## config.mk

```make
export PLATFORM = sky130hd
export DESIGN_NAME = lbf_fanout
export DESIGN_NICKNAME = d
export VERILOG_FILES = /design/src/rtl/lbf_pkg.sv /design/src/rtl/lbf_port_gate.sv /design/src/rtl/lbf_resp_merge.sv /design/src/rtl/lbf_fanout.sv
export SDC_FILE = /design/constraint.sdc
export NUM_CORES = 1
export LEC_CHECK = 0
export ABC_AREA = 1
export BUFFER_PORTS_ARGS = -buffer_cell sky130_fd_sc_hd__buf_2
export CORE_AREA = 2 2 298 300
export DETAILED_ROUTE_END_ITERATION = 8
export DIE_AREA = 0 0 300 302
export PLACE_DENSITY = 0.3
export SLEW_MARGIN = 0
export SYNTH_ARGS = -nofsm -noshare
export SYNTH_HDL_FRONTEND = slang
export SYNTH_HIERARCHICAL = 1
export SYNTH_SLANG_ARGS = --single-unit
```

## constraint.sdc

```tcl
create_clock -name vclk -period 0.9
set_input_delay 0.09 -clock vclk [all_inputs]
set_output_delay 0.09 -clock vclk [all_outputs]
set_load 0.005 [all_outputs]
```

## src/rtl/lbf_pkg.sv

```systemverilog
package lbf_pkg;

  typedef logic [1:0] resp_t;

  // true when lo lies in [base, base+size); all operands zero-extended
  function automatic logic win_hit(logic [63:0] lo, logic [63:0] base, logic [63:0] size);
    return (lo >= base) && ((lo - base) < size);
  endfunction

endpackage

```

## src/rtl/lbf_port_gate.sv

```systemverilog
module lbf_port_gate #(
  parameter int unsigned             CMP_W    = 28,
  parameter bit                      WIN_EN   = 1'b0,
  parameter logic [CMP_W-1:0]        WIN_BASE = '0,
  parameter logic [CMP_W-1:0]        WIN_SIZE = '0
) (
  input  logic [CMP_W-1:0] wr_addr_lo,
  input  logic [CMP_W-1:0] rd_addr_lo,
  input  logic             awvalid_i,
  input  logic             wvalid_i,
  input  logic             arvalid_i,
  input  logic             awready_i,
  input  logic             wready_i,
  input  logic             arready_i,
  output logic             awvalid_o,
  output logic             wvalid_o,
  output logic             arvalid_o,
  output logic             awready_o,
  output logic             wready_o,
  output logic             arready_o
);
  import lbf_pkg::*;

  logic wr_hit, rd_hit, wr_pass, rd_pass;

  assign wr_hit = win_hit(64'(wr_addr_lo), 64'(WIN_BASE), 64'(WIN_SIZE));
  assign rd_hit = win_hit(64'(rd_addr_lo), 64'(WIN_BASE), 64'(WIN_SIZE));

  generate
    if (WIN_EN) begin : g_win
      assign wr_pass = wr_hit;
      assign rd_pass = rd_hit;
    end else begin : g_open
      assign wr_pass = 1'b1 | wr_hit;
      assign rd_pass = 1'b1 | rd_hit;
    end
  endgenerate

  assign awvalid_o = awvalid_i & wr_pass;
  assign wvalid_o  = wvalid_i  & wr_pass;
  assign awready_o = awready_i & wr_pass;
  assign wready_o  = wready_i  & wr_pass;
  assign arvalid_o = arvalid_i & rd_pass;
  assign arready_o = arready_i & rd_pass;

  always_comb begin

    if (awvalid_o || wvalid_o) begin
      wr_no_invent_chk: assert ((awvalid_o -> awvalid_i) && (wvalid_o -> wvalid_i));
    end

    if (arvalid_o) begin
      rd_no_invent_chk: assert (arvalid_i);
    end
  end

endmodule

```

## src/rtl/lbf_resp_merge.sv

```systemverilog
module lbf_resp_merge #(
  parameter int unsigned N_PORTS = 4,
  parameter int unsigned W       = 2
) (
  input  logic [N_PORTS-1:0]   valid_i,
  input  logic [N_PORTS*W-1:0] data_i,
  output logic                 valid_o,
  output logic [W-1:0]         data_o
);

  always_comb begin
    valid_o = 1'b0;
    data_o  = '0;
    for (int k = 0; k < N_PORTS; k++) begin
      valid_o = valid_o | valid_i[k];
      if (valid_i[k]) data_o = data_o | data_i[k*W +: W];
    end
  end

  always_comb begin
    // at most one responder at a time
    single_responder_chk: assert ($onehot0(valid_i));
  end

endmodule

```

## src/rtl/lbf_fanout.sv

```systemverilog
module lbf_fanout #(
  parameter int unsigned                    N_PORTS  = 4,
  parameter int unsigned                    ADDR_W   = 32,
  parameter int unsigned                    DATA_W   = 32,
  parameter int unsigned                    CMP_W    = 28,
  parameter logic [N_PORTS-1:0]             WIN_EN   = '0,
  parameter logic [N_PORTS*CMP_W-1:0]       WIN_BASE = '0,
  parameter logic [N_PORTS*CMP_W-1:0]       WIN_SIZE = '0,
  localparam int unsigned                   STRB_W   = DATA_W / 8
) (
  input  logic [ADDR_W-1:0]          up_awaddr,
  input  logic [2:0]                 up_awprot,
  input  logic                       up_awvalid,
  output logic                       up_awready,
  input  logic [DATA_W-1:0]          up_wdata,
  input  logic [STRB_W-1:0]          up_wstrb,
  input  logic                       up_wvalid,
  output logic                       up_wready,
  output logic [1:0]                 up_bresp,
  output logic                       up_bvalid,
  input  logic                       up_bready,
  input  logic [ADDR_W-1:0]          up_araddr,
  input  logic [2:0]                 up_arprot,
  input  logic                       up_arvalid,
  output logic                       up_arready,
  output logic [DATA_W-1:0]          up_rdata,
  output logic [1:0]                 up_rresp,
  output logic                       up_rvalid,
  input  logic                       up_rready,
  output logic [N_PORTS*ADDR_W-1:0]  dn_awaddr,
  output logic [N_PORTS*3-1:0]       dn_awprot,
  output logic [N_PORTS-1:0]         dn_awvalid,
  input  logic [N_PORTS-1:0]         dn_awready,
  output logic [N_PORTS*DATA_W-1:0]  dn_wdata,
  output logic [N_PORTS*STRB_W-1:0]  dn_wstrb,
  output logic [N_PORTS-1:0]         dn_wvalid,
  input  logic [N_PORTS-1:0]         dn_wready,
  input  logic [N_PORTS*2-1:0]       dn_bresp,
  input  logic [N_PORTS-1:0]         dn_bvalid,
  output logic [N_PORTS-1:0]         dn_bready,
  output logic [N_PORTS*ADDR_W-1:0]  dn_araddr,
  output logic [N_PORTS*3-1:0]       dn_arprot,
  output logic [N_PORTS-1:0]         dn_arvalid,
  input  logic [N_PORTS-1:0]         dn_arready,
  input  logic [N_PORTS*DATA_W-1:0]  dn_rdata,
  input  logic [N_PORTS*2-1:0]       dn_rresp,
  input  logic [N_PORTS-1:0]         dn_rvalid,
  output logic [N_PORTS-1:0]         dn_rready
);

  localparam int unsigned RPACK_W = DATA_W + 2;

  logic [N_PORTS-1:0]         aw_rdy_g, w_rdy_g, ar_rdy_g;
  logic [N_PORTS*RPACK_W-1:0] r_pack;
  logic [RPACK_W-1:0]         r_sel;

  generate
    for (genvar g = 0; g < N_PORTS; g++) begin : g_port
      assign dn_awaddr[g*ADDR_W +: ADDR_W] = up_awaddr;
      assign dn_awprot[g*3 +: 3]           = up_awprot;
      assign dn_wdata[g*DATA_W +: DATA_W]  = up_wdata;
      assign dn_wstrb[g*STRB_W +: STRB_W]  = up_wstrb;
      assign dn_araddr[g*ADDR_W +: ADDR_W] = up_araddr;
      assign dn_arprot[g*3 +: 3]           = up_arprot;
      assign dn_bready[g]                  = up_bready;
      assign dn_rready[g]                  = up_rready;
      assign r_pack[g*RPACK_W +: RPACK_W]  = {dn_rdata[g*DATA_W +: DATA_W], dn_rresp[g*2 +: 2]};

      lbf_port_gate #(
        .CMP_W   (CMP_W),
        .WIN_EN  (WIN_EN[g]),
        .WIN_BASE(WIN_BASE[g*CMP_W +: CMP_W]),
        .WIN_SIZE(WIN_SIZE[g*CMP_W +: CMP_W])
      ) u_gate (
        .wr_addr_lo(up_awaddr[CMP_W-1:0]),
        .rd_addr_lo(up_araddr[CMP_W-1:0]),
        .awvalid_i (up_awvalid),
        .wvalid_i  (up_wvalid),
        .arvalid_i (up_arvalid),
        .awready_i (dn_awready[g]),
        .wready_i  (dn_wready[g]),
        .arready_i (dn_arready[g]),
        .awvalid_o (dn_awvalid[g]),
        .wvalid_o  (dn_wvalid[g]),
        .arvalid_o (dn_arvalid[g]),
        .awready_o (aw_rdy_g[g]),
        .wready_o  (w_rdy_g[g]),
        .arready_o (ar_rdy_g[g])
      );
    end
  endgenerate

  assign up_awready = |aw_rdy_g;
  assign up_wready  = |w_rdy_g;
  assign up_arready = |ar_rdy_g;

  lbf_resp_merge #(.N_PORTS(N_PORTS), .W(2)) u_bmerge (
    .valid_i(dn_bvalid),
    .data_i (dn_bresp),
    .valid_o(up_bvalid),
    .data_o (up_bresp)
  );

  lbf_resp_merge #(.N_PORTS(N_PORTS), .W(RPACK_W)) u_rmerge (
    .valid_i(dn_rvalid),
    .data_i (r_pack),
    .valid_o(up_rvalid),
    .data_o (r_sel)
  );

  assign up_rdata = r_sel[RPACK_W-1:2];
  assign up_rresp = r_sel[1:0];

  always_comb begin

    if (up_awready || up_wready) begin
      wr_ready_source_chk: assert ((up_awready -> |dn_awready) && (up_wready -> |dn_wready));
    end

    if (up_arready) begin
      rd_ready_source_chk: assert (|dn_arready);
    end
  end

endmodule

```

Word-level counts from Yosys, hierarchy flattened:

Index checks and enable logic that the tools add are counted.

* register bits after elaboration: 0
* input port bits: 275
* output and inout bits: 485
* word-level logic and storage cells: 23

* reduce and logical (&&, ||, !) cells: 3
* mux-type cells: 8
* bitwise gates (word level): 12

Operators by type and width (number)
* $mux W34: 4
* $or A34 B34 Y34: 3
* $reduce_or A4 Y1: 3
* $mux W2: 4
* $or A1 B1 Y1: 6
* $or A2 B2 Y2: 3

Longest topological paths before layout:

Gate-level depths: netlist (run 1).

* depth in word-level cells: 7
* gate-level depth with buffers: 6
* gate-level depth less buffers: 4

Cells and area by module:

Netlist (run 1), hierarchy kept.

By module, submodules not included
* lbf_fanout: area each 3276.9 um2, cells an instance 441, seq. area each 0.0 um2, times used 1
* lbf_resp_merge at u_rmerge: area each 1328.8 um2, cells an instance 325, seq. area each 0.0 um2, times used 1
* lbf_port_gate: area each 45.0 um2, cells an instance 6, seq. area each 0.0 um2, times used 4
* lbf_resp_merge at u_bmerge: area each 78.8 um2, cells an instance 21, seq. area each 0.0 um2, times used 1

Worst setup path before layout (run 1):

OpenSTA, ideal clock, no wires.

* path kind: input port to output port
* start point: input dn_rvalid[2]
* end point: output up_rdata[21]
* buffers on the path: 2
* required time: 0.810 ns
* data arrival time: 0.540 ns
* setup slack: 0.270 ns
* stages on the path: 6
* path through: buf_4 > buf_6 > nand2_1 > nand2_1 > inv_1 > nand2_1

* cells in the longest elaborated chain, start to end: 3

RTL lines
* start: declaration: line lbf_fanout.sv:47 `input logic [N_PORTS-1:0] dn_rvalid,`
* $mux W34 (*): line lbf_resp_merge.sv:16 `if (valid_i[k]) data_o = data_o | data_i[k*W +: W];`
* $or A34 B34 Y34: line lbf_resp_merge.sv:16
* $mux W34 (*): line lbf_resp_merge.sv:16
* end: declaration: line lbf_fanout.sv:26 `output logic [DATA_W-1:0] up_rdata,`

Mark *: on every way between the ends. The rest lies on a longest branch, timed or not.

Worst setup path after layout (run 1):

* start point: input dn_rvalid[3]
* end point: output up_rdata[28]

* cells in the longest elaborated chain, start to end: 1

RTL lines (line)
* $mux W34: lbf_resp_merge.sv:16

Every way passes these cells.

==> flow_summary.json, run 1 <==
{
  "status": "completed",
  "peakVddDrop_v": 0.000235,
  "dp_hpwl_um": 15200,
  "dr.pass1.iters": 4,
  "power.density_nw_per_um2": 361,
  "fin_area_um2": 4350,
  "setup_violations": 0,
  "seq_cell_count": 0,
  "start_util_pct": 5.56,
  "synth_area_um2": 4860,
  "synth.top_cell.area_share_pct": 70.8,
  "rsz0062_at_grt": "true",
  "netlist.top_cell.by_area": "buf_4",
  "nNetsFinal": 839,
  "p_leak_nw": 2.10,
  "fin_crit_sh_pct": 97.2,
  "arrival_ps": 790,
  "cp-startpoint": "dn_rvalid[3]",
  "synth_area_leaders": "buf_4, nand2_1, inv_1",
  "cts_setup_buffers": 0,
  "vias_per_cell": 1.77,
  "vias": 3056,
  "fin_crit_ps": 875,
  "wl_um": 18000,
  "yosysWarnings": 6,
  "p_total_w": 0.00157,
  "antenna_found_initial": 1,
  "place_congestion": 0.706,
  "dp_slack_ps": -267,
  "slew_viol_final": 0,
  "ant_nets": 0,
  "die-area_um2": 90600,
  "drive_above_1_share_pct": 47.9,
  "drtIter0Drc": 71,
  "grt_pass1_wl_um": 22700,
  "die_h_um": 302,
  "grt_pass1_vias": 3338,
  "fmax_mhz": 1140,
  "grtUsageTotal_pct": 3.50,
  "hold_class": "input port to output port",
  "area_delta_synth_final_pct": -10.5,
  "hold_buffers": 0,
  "core_um2": 87600,
  "min_from": "up_wstrb[0]",
  "grt_max_degree": 16,
  "worst_ep_required_time_ps": 810,
  "die_x_um": 300,
  "end_kind": "output port",
  "maxCapViolCount": 0,
  "final_cell_mix": "nand2_1, buf_2, inv_1",
  "criticalPathCategory": "input port to output port",
  "final_common_cell": "nand2_1",
  "post-route-drc-count": 0,
  "cp_max_fo": 5,
  "num_rows": 109,
  "relSlewSlack_pct": 90.5,
  "cp-start-kind": "input port",
  "wl_per_cell_um": 10.4,
  "synth.net_count": 1086,
  "ys_seq_area_share_pct": 0,
  "ff_latch_area_um2": 0,
  "io_buffers": 205,
  "io_pins": 760,
  "ys_types": 5,
  "worst_pin_slew_ps": 143,
  "synth_cells": 811,
  "grt_overflow": 0,
  "avgSynthCellArea_um2": 6.00,
  "clockBufferCount": 0,
  "placed_area_um2": 3900,
  "hold_viol_final": 0,
  "setup_ws_ps": 24.8
}
==> worst paths after layout <==
| path | slack, ps | to | cells past startpoint |
|---|---|---|---|
| setup / recovery | 20 | up_rdata[28] | 7 |
| hold / removal | 180 | dn_wstrb[12] | 0 |
==> synthesized netlist by cell type, drive strengths merged <==
cell type and n:
nor2 10, buf 472, nand2 257, inv 72
==> layout make-up <==
| class | count | area, um^2 |
|---|---|---|
| antenna | 1 | 2.50 |
| fill | 10600 | 83200 |
| timing repair buffer | 223 | 1520 |
| inverter | 72 | 270 |
| multi-input combinational | 267 | 1100 |
| tap | 1165 | 1460 |
==> kinds of logic after synthesis <==
kind of cell,share of synthesized area [%]
buffers and inverters,79.4
AND/OR/NAND/NOR,20.6
==> routing by layer <==
metal	routed length, um	share of wire (%)	track usage (%)
met1	5170	29	2.83
met2	8340	46	6.10
met3	2610	14	1.80
met4	1930	11	3.36
met5	0	0	0
==> power by group <==
part           switching [W]    internal (W)       total (W)  leakage, nW
logic               0.000790        0.000780         0.00157         2.10
clock network              0  0.000000000149  0.000000000149   0.00000634
registers                  0               0               0            0
total               0.000790        0.000780         0.00157         2.10
==> repair_timing <==
item                                    in CTS  in global routing
resized for setup                           50                 50
cloned                                       3                  3
endpoints found under the setup margin      31                 21
pin swaps                                    3                  7
==> metrics by stage <==
step           util, %  std cells  hold WS (ps)  setup TNS (ps)
2_1_floorplan        -        811           254               0
5_1_grt           4.97       1728           180           -44.1
4_1_cts           4.70       1724           180           -22.5
3_3_place_gp      4.45       1721           180           -2320
3_5_place_dp      4.45       1721           180           -2270
6_report          4.97       1728           180               0
==> critical path, cell delays in order <==
cell and delay (ps):
buf_16 140, buf_12 150, nand2_1 70, nand2_2 70
inv_2 80, nand2_1 50, buf_2 120
Power figures use the tool's default switching activity.
==> run 2, diff against run 1 <==
CAP_MARGIN = 20   (was default)
CORE_AREA = 2 2 300 302   (was 2 2 298 300)
DIE_AREA = 0 0 302 304   (was 0 0 300 302)
SYNTH_HIERARCHICAL = default   (was 1)
==> run 2 against run 1 <==
The run now ends with negative setup slack left. First-iteration DRC count fell by 27%. Wire length rose by 19%. Flip-flop and latch count did not move. Global-route usage rose by 0.79 points. Critical path type unchanged. Utilization rose by 0.36 points. Critical path depth rose by 1. Cell count rose by 1.0%. Cell area rose by 9.0%. Die area rose by 1.3%.
==> flow_summary.json, run 2 <==
{
  "arrival_ps": 840,
  "synth.top_cell.area_share_pct": 70.3,
  "yosysWarnings": 0,
  "setup_violations": 8,
  "synth.net_count": 1074,
  "vias_per_cell": 1.75,
  "seq_cell_count": 0,
  "clockBufferCount": 0,
  "synth_area_um2": 4770,
  "synth_cells": 799,
  "hold_class": "input port to output port",
  "cp-start-kind": "input port",
  "num_rows": 110,
  "vias": 3059,
  "min_from": "up_awaddr[16]",
  "netlist.top_cell.by_area": "buf_4",
  "criticalPathCategory": "input port to output port",
  "peakVddDrop_v": 0.000127,
  "relSlewSlack_pct": 88.4,
  "core_um2": 89000,
  "multi_input_area_um2": 1370,
  "final_common_cell": "buf_2",
  "worst_pin_slew_ps": 174,
  "area_delta_synth_final_pct": -0.655,
  "setup_ws_ps": -25.1,
  "io_pins": 760,
  "ff_latch_area_um2": 0,
  "fin_crit_sh_pct": 103,
  "violations": "negative setup slack",
  "antenna_found_initial": 7,
  "die_x_um": 302,
  "worst_ep_required_time_ps": 810,
  "wl_per_cell_um": 12.3,
  "grt_overflow": 0,
  "whs_endpoint": "dn_awaddr[48]",
  "cp_max_fo": 8,
  "fin_crit_ps": 925,
  "final_cell_mix": "buf_2, nand2_1, nand2_2",
  "place_congestion": 0.710,
  "maxCapViolCount": 0,
  "post-route-drc-count": 0,
  "end_kind": "output port",
  "ant_nets": 0,
  "hold_buffers": 0,
  "place_inst": 1740,
  "n_fill_cell": 10700,
  "drtIter0Drc": 52,
  "grt_pass1_vias": 3243,
  "die-area_um2": 91800,
  "grt_pass1_wl_um": 26700,
  "synth_most_common_cell": "buf_4",
  "p_leak_nw": 2.24,
  "hold_viol_final": 0,
  "rsz0062_at_grt": "true",
  "ys_types": 5,
  "grt_max_degree": 20,
  "avgSynthCellArea_um2": 5.98,
  "wl_um": 21500,
  "min_path_cells": 0,
  "yosys-top-cells-count": "buf_4, nand2_1, inv_1",
  "drive_above_1_share_pct": 59.9,
  "dp_slack_ps": -296,
  "slew_viol_final": 0,
  "start_util_pct": 5.36,
  "die_h_um": 304,
  "dp_hpwl_um": 18100,
  "grtUsageTotal_pct": 4.30,
  "layoutNonFillerInstCount": 1746,
  "fmax_mhz": 1080,
  "status": "finished with violations",
  "power.density_nw_per_um2": 392,
  "dr.pass1.iters": 4,
  "io_buffers": 205,
  "synth_area_leaders": "buf_4, nand2_1, inv_1",
  "ys_seq_area_share_pct": 0,
  "nNetsFinal": 845
}
## run 2: changes by cell type after synthesis, sizes merged
| cell | before | now |
|---|---|---|
| buf | 472 | 460 |
## run 2: cells by family (layout without fill, tap and decap cells)
group | count (synthesis) | count (layout) | share of synthesized area [%]
and+or+nand+nor | 267 | 267 | 21.0
other | 0 | 2 | 0
buffers and inverters | 532 | 301 | 79.0
## run 2: what timing repair did
item / 4_1_cts / 5_1_grt
endpoints found under the setup margin: 33 / 33
resized for setup: 118 / 97
setup buffers: 1 / 2
pin swaps: 15 / 24
cloned: 4 / 0
## run 2: layout make-up
class                      count  area share (%)
timing repair buffer         229            33.9
tap                         1176            31.0
multi-input combinational    267            28.9
inverter                      72            6.01
antenna                        2           0.106
## run 2: layer usage
metal  track usage [%]  part of all wire [%]  vias up
met1              3.90                    31     1171
met2              7.05                    44      328
met5                 0                 0.061        -
met4              3.13                   8.3        2
li1                  -                     -     1411
met3              2.57                    16      147
## run 2: where the power goes
part | leakage (nW) | internal (W) | switching (W)
Sequential | 0 | 0 | 0
Combinational | 2.24 | 0.000894 | 0.000964
Clock | 0.0000127 | 0.000000000298 | 0
## run 2: worst max path at each step
stage,from,end,slack (ps),cells past startpoint
after floorplan,dn_rvalid[2],up_rdata[20],270,6
after global placement,dn_rvalid[2],up_rdata[21],-320,7
after detailed placement,dn_rvalid[3],up_rdata[8],-300,7
after CTS,dn_rvalid[2],up_rdata[23],-40,8
after global routing,dn_rvalid[2],up_rdata[27],-60,8
final,dn_rvalid[3],up_rdata[27],-30,8
## run 2: metrics by stage
step | hold WS, ps | setup TNS (ps) | power (W) | cell area [um^2] | util (%)
finish | 180 | -83.1 | 0.00186 | 4740 | 5.33
global route | 180 | -1130 | 0.00210 | 4740 | 5.32
CTS | 180 | -243 | 0.00176 | 4430 | 4.97
detailed placement | 180 | -3680 | 0.00145 | 4010 | 4.50
global placement | 180 | -3750 | 0.00146 | 4010 | 4.50
floorplan | 254 | 0 | 0.00214 | 4770 | -
## run 2: worst max-delay path, cell delays in order
cell and delay (ps):
buf_12 120, buf_12 120, buf_12 140, nand2_2 70, nand2_2 50, inv_2 60
nand2_1 50, buf_2 130
==> run 3, diff against run 2 <==
SKIP_LAST_GASP = 1   (was default)
SLEW_MARGIN = default   (was 0)
==> run 3 against run 2 <==
The run still ends with negative setup slack left. Critical path type unchanged. Combinational power fell by 2%. Die area did not move. Wire length is 0.17% higher. Via count decreased by 0.29%. First-iteration DRC count up 12%. Worst setup slack barely moved.
==> flow_summary.json, run 3 (same netlist as run 2, synthesis figures left out) <==
{
  "status": "finished with violations",
  "violations": "negative setup slack",
  "area_delta_synth_final_pct": -1.97,
  "end_kind": "output port",
  "clockBufferCount": 0,
  "wl_per_cell_um": 12.3,
  "grt_overflow": 0,
  "relSlewSlack_pct": 88.4,
  "setup_ws_ps": -25.1,
  "utilization_pct": 5.26,
  "io_pins": 760,
  "ant_nets": 0,
  "slew_viol_final": 0,
  "antenna_found_initial": 7,
  "cp-start-kind": "input port",
  "rsz0062_at_grt": "true",
  "io_buffers": 205,
  "seq_cell_count": 0,
  "die-area_um2": 91800,
  "min_from": "up_awaddr[23]",
  "drtIter0Drc": 58,
  "die_x_um": 302,
  "wl_um": 21500,
  "vias_per_cell": 1.75,
  "post-route-drc-count": 0,
  "min_path_cells": 0,
  "grt_pass1_vias": 3243,
  "final_common_cell": "buf_2",
  "fmax_mhz": 1080,
  "dp_hpwl_um": 18100,
  "whs_endpoint": "dn_awaddr[119]",
  "arrival_ps": 840,
  "p_total_w": 0.00182,
  "worst_pin_slew_ps": 174,
  "dr.pass1.iters": 4,
  "hold_class": "input port to output port",
  "num_rows": 110,
  "n_fill_cell": 10700,
  "setup_violations": 9,
  "place_congestion": 0.710,
  "start_util_pct": 5.36,
  "ff_latch_area_um2": 0,
  "vias": 3050,
  "final_cell_mix": "buf_2, nand2_1, nand2_2",
  "hold_viol_final": 0,
  "fin_crit_ps": 925,
  "worst_ep_required_time_ps": 810,
  "cp_max_fo": 7,
  "hold_buffers": 0,
  "grt_pass1_wl_um": 26700,
  "die_h_um": 304,
  "whs_ps": 180,
  "maxCapViolCount": 0,
  "peakVddDrop_v": 0.000113,
  "drive_above_1_share_pct": 58.3,
  "criticalPathCategory": "input port to output port",
  "fin_crit_sh_pct": 103,
  "p_leak_nw": 2.22,
  "grtUsageTotal_pct": 4.30,
  "nNetsFinal": 845,
  "core_um2": 89000,
  "grt_max_degree": 20,
  "power.density_nw_per_um2": 388
}
[run 3: changes by cell type in the layout (fill, tap and decap cells not counted)]
cell,previous run,this run
nand2_1,172,177
nand2_8,2,1
inv_2,21,17
inv_1,46,50
buf_16,5,4
buf_6,10,11
nand2_4,26,22
[run 3: power breakdown]
group | leakage, nW | internal (W) | switching, W
clock network | 0.0000127 | 0.000000000297 | 0
registers | 0 | 0 | 0
logic | 2.22 | 0.000873 | 0.000943
[run 3: routing by layer]
layer | track usage, % | wire length (um) | vias to the layer above
met1 | 3.90 | 6560 | 1157
li1 | - | - | 1410
met3 | 2.57 | 3650 | 149
met4 | 3.13 | 1800 | 2
met2 | 7.05 | 9480 | 332
met5 | 0 | 13 | -
[run 3: how the worst max path moves through the flow]
stage	start	end	slack [ps]	cells after the start
finish	dn_rvalid[2]	up_rdata[27]	-30	8
global route	dn_rvalid[2]	up_rdata[27]	-60	8
detailed placement	dn_rvalid[3]	up_rdata[8]	-300	7
CTS	dn_rvalid[2]	up_rdata[23]	-40	8
floorplan	dn_rvalid[2]	up_rdata[20]	270	6
global placement	dn_rvalid[2]	up_rdata[21]	-320	7
[run 3: what timing repair did]
action / CTS / global route
gates cloned: 4 / 0
gates resized for setup: 117 / 80
setup buffers: 1 / 2
hold endpoints to repair: 0 / 0
pin swaps: 14 / 21
setup endpoints to repair: 33 / 33
[run 3: final cells by class]
class | count | area [um^2] | area share (%)
repair buffers | 229 | 1590 | 34.0
well taps | 1176 | 1470 | 31.4
multi-input cells | 267 | 1330 | 28.3
inverters | 72 | 285 | 6.09
diodes | 2 | 5.00 | 0.107
[run 3: worst max-delay path, stage by stage]
cell and delay, ps:
buf_12 120, buf_12 130, buf_12 140, nand2_4 50, nand2_2 50, inv_2 60
nand2_1 50, buf_2 130
[run 3: stage by stage]
stage	setup TNS [ps]	instances	setup WS [ps]	instance area, um^2
2_1_floorplan	0	799	270	4770
3_3_place_gp	-3750	1740	-318	4010
3_5_place_dp	-3680	1740	-296	4010
4_1_cts	-257	1742	-35.0	4420
5_1_grt	-1130	1744	-63.3	4680
6_report	-71.6	1746	-25.1	4680
